`src/rtl/inc_dec_dco.sv`:
```
module inc_dec_dco (
  input  logic clk,
  input  logic rst,
  input  logic carry_i,
  input  logic borrow_i,
  output logic pulse_o,
  output logic phase_o,
  output logic pending_o,
  output logic overrun_o
);

  logic phase_q, hold_q, pend_up_q, pend_dn_q, ovr_q;
  logic up_new, dn_new, up_eff, dn_eff;
  logic svc_up, svc_dn;

  assign up_new = carry_i & ~borrow_i;
  assign dn_new = borrow_i & ~carry_i;

  assign up_eff = (pend_up_q & ~dn_new) | (up_new & ~pend_dn_q);
  assign dn_eff = (pend_dn_q & ~up_new) | (dn_new & ~pend_up_q);

  assign svc_up = ~hold_q & up_eff & phase_q;
  assign svc_dn = ~hold_q & dn_eff & ~phase_q;

  always_ff @(posedge clk) begin
    if (rst) begin
      phase_q   <= 1'b1;
      hold_q    <= 1'b0;
      pend_up_q <= 1'b0;
      pend_dn_q <= 1'b0;
      ovr_q     <= 1'b0;
    end else begin
      phase_q   <= hold_q ? phase_q : ~phase_q;
      hold_q    <= svc_up | svc_dn;
      pend_up_q <= up_eff & ~svc_up;
      pend_dn_q <= dn_eff & ~svc_dn;
      ovr_q     <= (pend_up_q & up_new) | (pend_dn_q & dn_new);
    end
  end

  assign phase_o   = phase_q;
  assign pulse_o   = ~phase_q;
  assign pending_o = pend_up_q | pend_dn_q;
  assign overrun_o = ovr_q;

endmodule

```
`config.mk`:
```
export PLATFORM = sky130hd
export DESIGN_NAME = inc_dec_dco
export DESIGN_NICKNAME = d
export VERILOG_FILES = /design/src/rtl/inc_dec_dco.sv
export SDC_FILE = /design/constraint.sdc
export NUM_CORES = 1
export LEC_CHECK = 0
export BUFFER_PORTS_ARGS = -buffer_cell sky130_fd_sc_hd__buf_2
export CAP_MARGIN = 20
export CORE_AREA = 2 2 39 41
export DETAILED_ROUTE_END_ITERATION = 10
export DIE_AREA = 0 0 41 43
export PLACE_DENSITY = 0.34
export RECOVER_POWER = 50
export SKIP_LAST_GASP = 1
export SLEW_MARGIN = 40
export SYNTH_ARGS = -nofsm -noshare
export SYNTH_HDL_FRONTEND = slang
export SYNTH_SLANG_ARGS = --single-unit
```
`constraint.sdc`:
```
create_clock -name clk -period 2.7 [get_ports clk]
set_input_delay 0.27 -clock clk [delete_from_list [all_inputs] [get_ports clk]]
set_output_delay 0.27 -clock clk [all_outputs]
set_load 0.05 [all_outputs]
```
# Word-level counts from Yosys, hierarchy flattened
# Index checks and enable logic that the tools add are counted.
[classes]
n_bitwise = 29
[ops]
columns = ["operator", "count"]
rows = [
  ["$and 1x1->1", 14],
  ["$not 1->1", 10],
  ["$or 1x1->1", 5],
]
[totals]
register_bits = 5
input_bits = 4
wordCells = 34

# Logic depth before layout (Yosys ltp)
[logic_depth]
depth_word = 9
depth_mapped = 3
depth_no_buf = 3

# Least setup slack after synthesis
# No wires, ideal clock.
[synth_timing]
path_kind = "flip-flop to flip-flop"
from = "register phase_q (netlist: phase_o)"
to = "register phase_q (netlist: phase_o)"
setup_ns = 0.120
arrival_ns = 1.378
t_required_ns = 2.580
slack_ns = 1.202
stages_incl_launch_ff = 4
n_path_buf = 0
synth_period_minus_slack_ns = 1.498
path_cell_list = "dfxtp_1 > inv_1 > nor2_1 > o21bai_1"
[synth_between]
elab_chain_cells = 1
[synth_rtl]
columns = ["item", "line", "source"]
rows = [
  ["from (decl)", "12", "logic phase_q, hold_q, pend_up_q, pend_dn_q, ovr_q;"],
  ["from (signal assigned)", "33", "phase_q <= hold_q ? phase_q : ~phase_q;"],
  ["$not 1->1", "-", ""],
  ["via pulse_o", "6", "output logic pulse_o,"],
]
# The timed path passes the listed nets, and every way through them passes these cells.
# A chain may end at the register's enable or synchronous reset.

# Worst setup path after layout
[layout_timing]
from = "register pend_up_q"
to = "output pending_o"
[layout_between]
elab_chain_cells = 1
[layout_rtl]
columns = ["item", "line", "source"]
rows = [
  ["from (decl)", "12", ""],
  ["from (signal assigned)", "35", "pend_up_q <= up_eff & ~svc_up;"],
  ["$or 1x1->1", "43", "assign pending_o = pend_up_q | pend_dn_q;"],
  ["to (decl)", "8", "output logic pending_o,"],
]
# Every way passes these cells.

==> Flow_metrics.wiki <==
{| class="wikitable"
! Metric !! Value
|-
| Run status || finished, final reports clean
|-
| Post-synthesis area per instance || between 9 and 10 sq um
|-
| Pin count of the biggest net entering global routing || 7
|-
| Fin Clk Skew || ~0.0042 ns
|-
| # hold bufs at CTS || 0
|-
| Worst setup EP type || output pin
|-
| Fin Setup TNS || 0 ns
|-
| CTS root buf || sky130_fd_sc_hd__clkbuf_4
|-
| Worst min-delay path class || input pin to flop
|-
| Finish-stage setup viols || 0
|-
| Starting utilization of the core area || between 15 and 20%
|-
| Avg Vias per Cell || just over 4
|-
| Total of cells resized after clock tree synthesis || 0
|-
| Number of cells in the design after placement || 46
|-
| Ratio of cells with drive above 1 in the final layout || around a third
|-
| Switching pwr || 74.85 uW
|-
| Aggregate routed wire length || ~500 um
|-
| Actual transition at the worst max-transition pin || just under 0.3 ns
|-
| Top cells by area, synth || sky130_fd_sc_hd__dfxtp_1, sky130_fd_sc_hd__a2111oi_2, sky130_fd_sc_hd__nand3b_1, sky130_fd_sc_hd__nand2b_1, sky130_fd_sc_hd__nor3b_2
|-
| Worst ir drop on vdd || about 0.20 mV
|-
| Combinational group share of total power || between 20 and 25%
|-
| Time the final worst path needs with I/O delays and setup || ~1.3 ns
|-
| Startpoint of the lowest-slack hold path || rst
|-
| Final Instance Area || between 200 and 300 sq um
|-
| Pre-Repair DR Iteration Count || 4
|-
| Leading cell types in the layout, fill and taps excluded || sky130_fd_sc_hd__buf_2, sky130_fd_sc_hd__dfxtp_1, sky130_fd_sc_hd__clkbuf_4
|-
| Leakage || 0.1277 nW
|-
| Post-CTS Repair Setup Buffers || 0
|-
| Placeable core region || ~0.0014 sq mm
|-
| Instance area after placement || 277.8 sq um
|-
| Reg-to-reg startpoint || pend_up_q$_SDFF_PP0_
|-
| Share of power burned in registers || about 39%
|-
| Row Count || 14
|-
| Maximum achievable frequency || between 700 and 800 MHz
|-
| Via count of the first global-routing pass || 195
|-
| Sequential fraction of the synthesis area || around 45%
|-
| Top-level port count || 8
|-
| Synthesized Nets || 27
|-
| Internal power || between 150 and 200 uW
|-
| Vias || between 200 and 250
|-
| Final worst-path cycle share || 49.66%
|-
| Number of hold violations in the final report || 0
|-
| First-pass GRT wire length || roughly 770 um
|-
| Crit path DAT || ~1.1 ns
|-
| WL/cell || about 10 um
|-
| Power per cell area || 758.8 mW/mm^2
|-
| Global-route total usage across every layer || between 7 and 8%
|-
| Max Root-Sink Buffers || 2
|-
| # H-tree levels || 1
|-
| TritonCTS clock tree || yes
|-
| Final hold slack || 0.2619 ns
|-
| Power share of the clock group || roughly two fifths
|-
| Diode insertion count for antenna repair || 0
|-
| Register bit count reported by yosys || 5
|-
| Cell type with the largest total area after synthesis || sky130_fd_sc_hd__dfxtp_1
|-
| Mapped cell area || 222.7 sq um
|-
| Signed area change from the synthesized netlist to the final layout || 34.27%
|-
| Critical path startpoint || pend_up_q$_SDFF_PP0_
|-
| Maximum capacitance violations || 0
|-
| Overflow left after global routing || 0
|-
| Number of buffers inserted during clock tree synthesis || 3
|-
| Insertion delay of the later-clocked pin in the worst-skew pair || about 0.24 ns
|-
| Number of slew-limit violations in the final report || 0
|-
| Number of DRC markers in iteration 0 || 10
|-
| RSZ-0062 raised after global routing || false
|-
| Worst endpoint required time || approximately 2.4 ns
|-
| Switching power share of the total || about a third
|-
| Maximum net fanout on the critical path || 4
|-
| Die Span Y || 43 um
|-
| Number of clock sinks || 5
|-
| RePlAce Congestion || around 0.67
|-
| Yosys synthesis warning count || 0
|-
| Unique masters post-synth || 14
|-
| Area share of the largest cell type after synthesis || between 40% and 50%
|-
| Die Footprint || approximately 0.0018 sq mm
|-
| Number of routed nets with antenna violations || 0
|-
| Final standard cell count with taps included and fillers excluded || 50
|-
| Half-perimeter wire length of the detailed placement result || 363.9 um
|-
| Die X || roughly 41 um
|-
| Synth Instances || 23
|-
| Port Buffers || 7
|-
| Worst slew margin || approximately four fifths
|-
| Startpoint kind of the worst setup timing path || flop
|-
| Antenna violations before repair || 0
|-
| Clock edge transition at the registers on the reported setup and hold paths || roughly 0.05 ns
|-
| Fin nets || 39
|-
| Commonest non-fill, non-tap cell in the layout || sky130_fd_sc_hd__buf_2
|-
| DRC errors left || 0
|-
| Critical path class || flop to output pin
|}
cell type report:
| class | count | area [sq um] |
|---|---|---|
| Fill cell | 160 | 1085 |
| Tap cell | 16 | 20.02 |
| Timing Repair Buffer | 7 | 35.03 |
| Sequential cell | 5 | 100.1 |
| Multi-Input combinational cell | 17 | 113.9 |
| Clock buffer | 4 | 26.28 |
| Inverter | 1 | 3.754 |
cells by family after synthesis:
| logic type | synth area share (%) |
|---|---|
| buf+inv | 1.684 |
| compound gates | 21.91 |
| simple gates | 31.46 |
| flops | 44.95 |
final timing paths:
| check | end | depth (start not counted) | slack (ns) |
|---|---|---|---|
| setup / recovery | pending_o | 2 | 1.36 |
| hold / removal | overrun_o$_SDFF_PP0_ | 2 | 0.26 |
| setup reg to reg | hold_q$_SDFF_PP0_ | 3 | 1.54 |
| hold reg to reg | hold_q$_SDFF_PP0_ | 1 | 0.48 |
layer usage:
metal	vias to the layer above	routed length [um]	track usage, %
met1	91	206	8.065
met4	0	0	2.000
met3	0	75	9.424
met5	-	0	0
li1	105	-	-
met2	11	221	8.125
synth_stat cells, drive strengths merged:
master and number:
dfxtp 5, nand3b 2, nor2 2, o21bai 1, inv 1, a21oi 2
nand2b 2, a2bb2oi 1, nor2b 1, or2 1, nor3 2, a2111oi 1
a211oi 1, nor3b 1
power groups by stage:
stage               Sequential [mW]  Combinational [mW]  Clock, mW
detailed placement           0.0890              0.0510          0
CTS                          0.0877              0.0512     0.0935
floorplan                    0.0958              0.0306          0
finish                       0.0875              0.0505     0.0889
global placement             0.0887              0.0509          0
global route                 0.0890              0.0539     0.0961
registers in the layout (all words and copies together) (netlist names):
register   count
pend_up_q      1
pend_dn_q      1
overrun_o      1
hold_q         1
phase_o        1
worst max-delay path, cell delays in order, from the launching register on:
cell,delay (ns)
sky130_fd_sc_hd__dfxtp_1,0.33
sky130_fd_sc_hd__or2_2,0.29
sky130_fd_sc_hd__buf_2,0.21
through the flow:
stage / power (mW) / utilization (%) / setup WS [ns]
after floorplan: 0.1264 / - / 1.202
final: 0.2269 / 21.61 / 1.359
after detailed placement: 0.1400 / 20.07 / 1.511
after CTS: 0.2324 / 21.97 / 1.337
after global routing: 0.2389 / 21.61 / 1.312
after global placement: 0.1396 / 20.07 / 1.500
(Power assumes the default switching activity.)
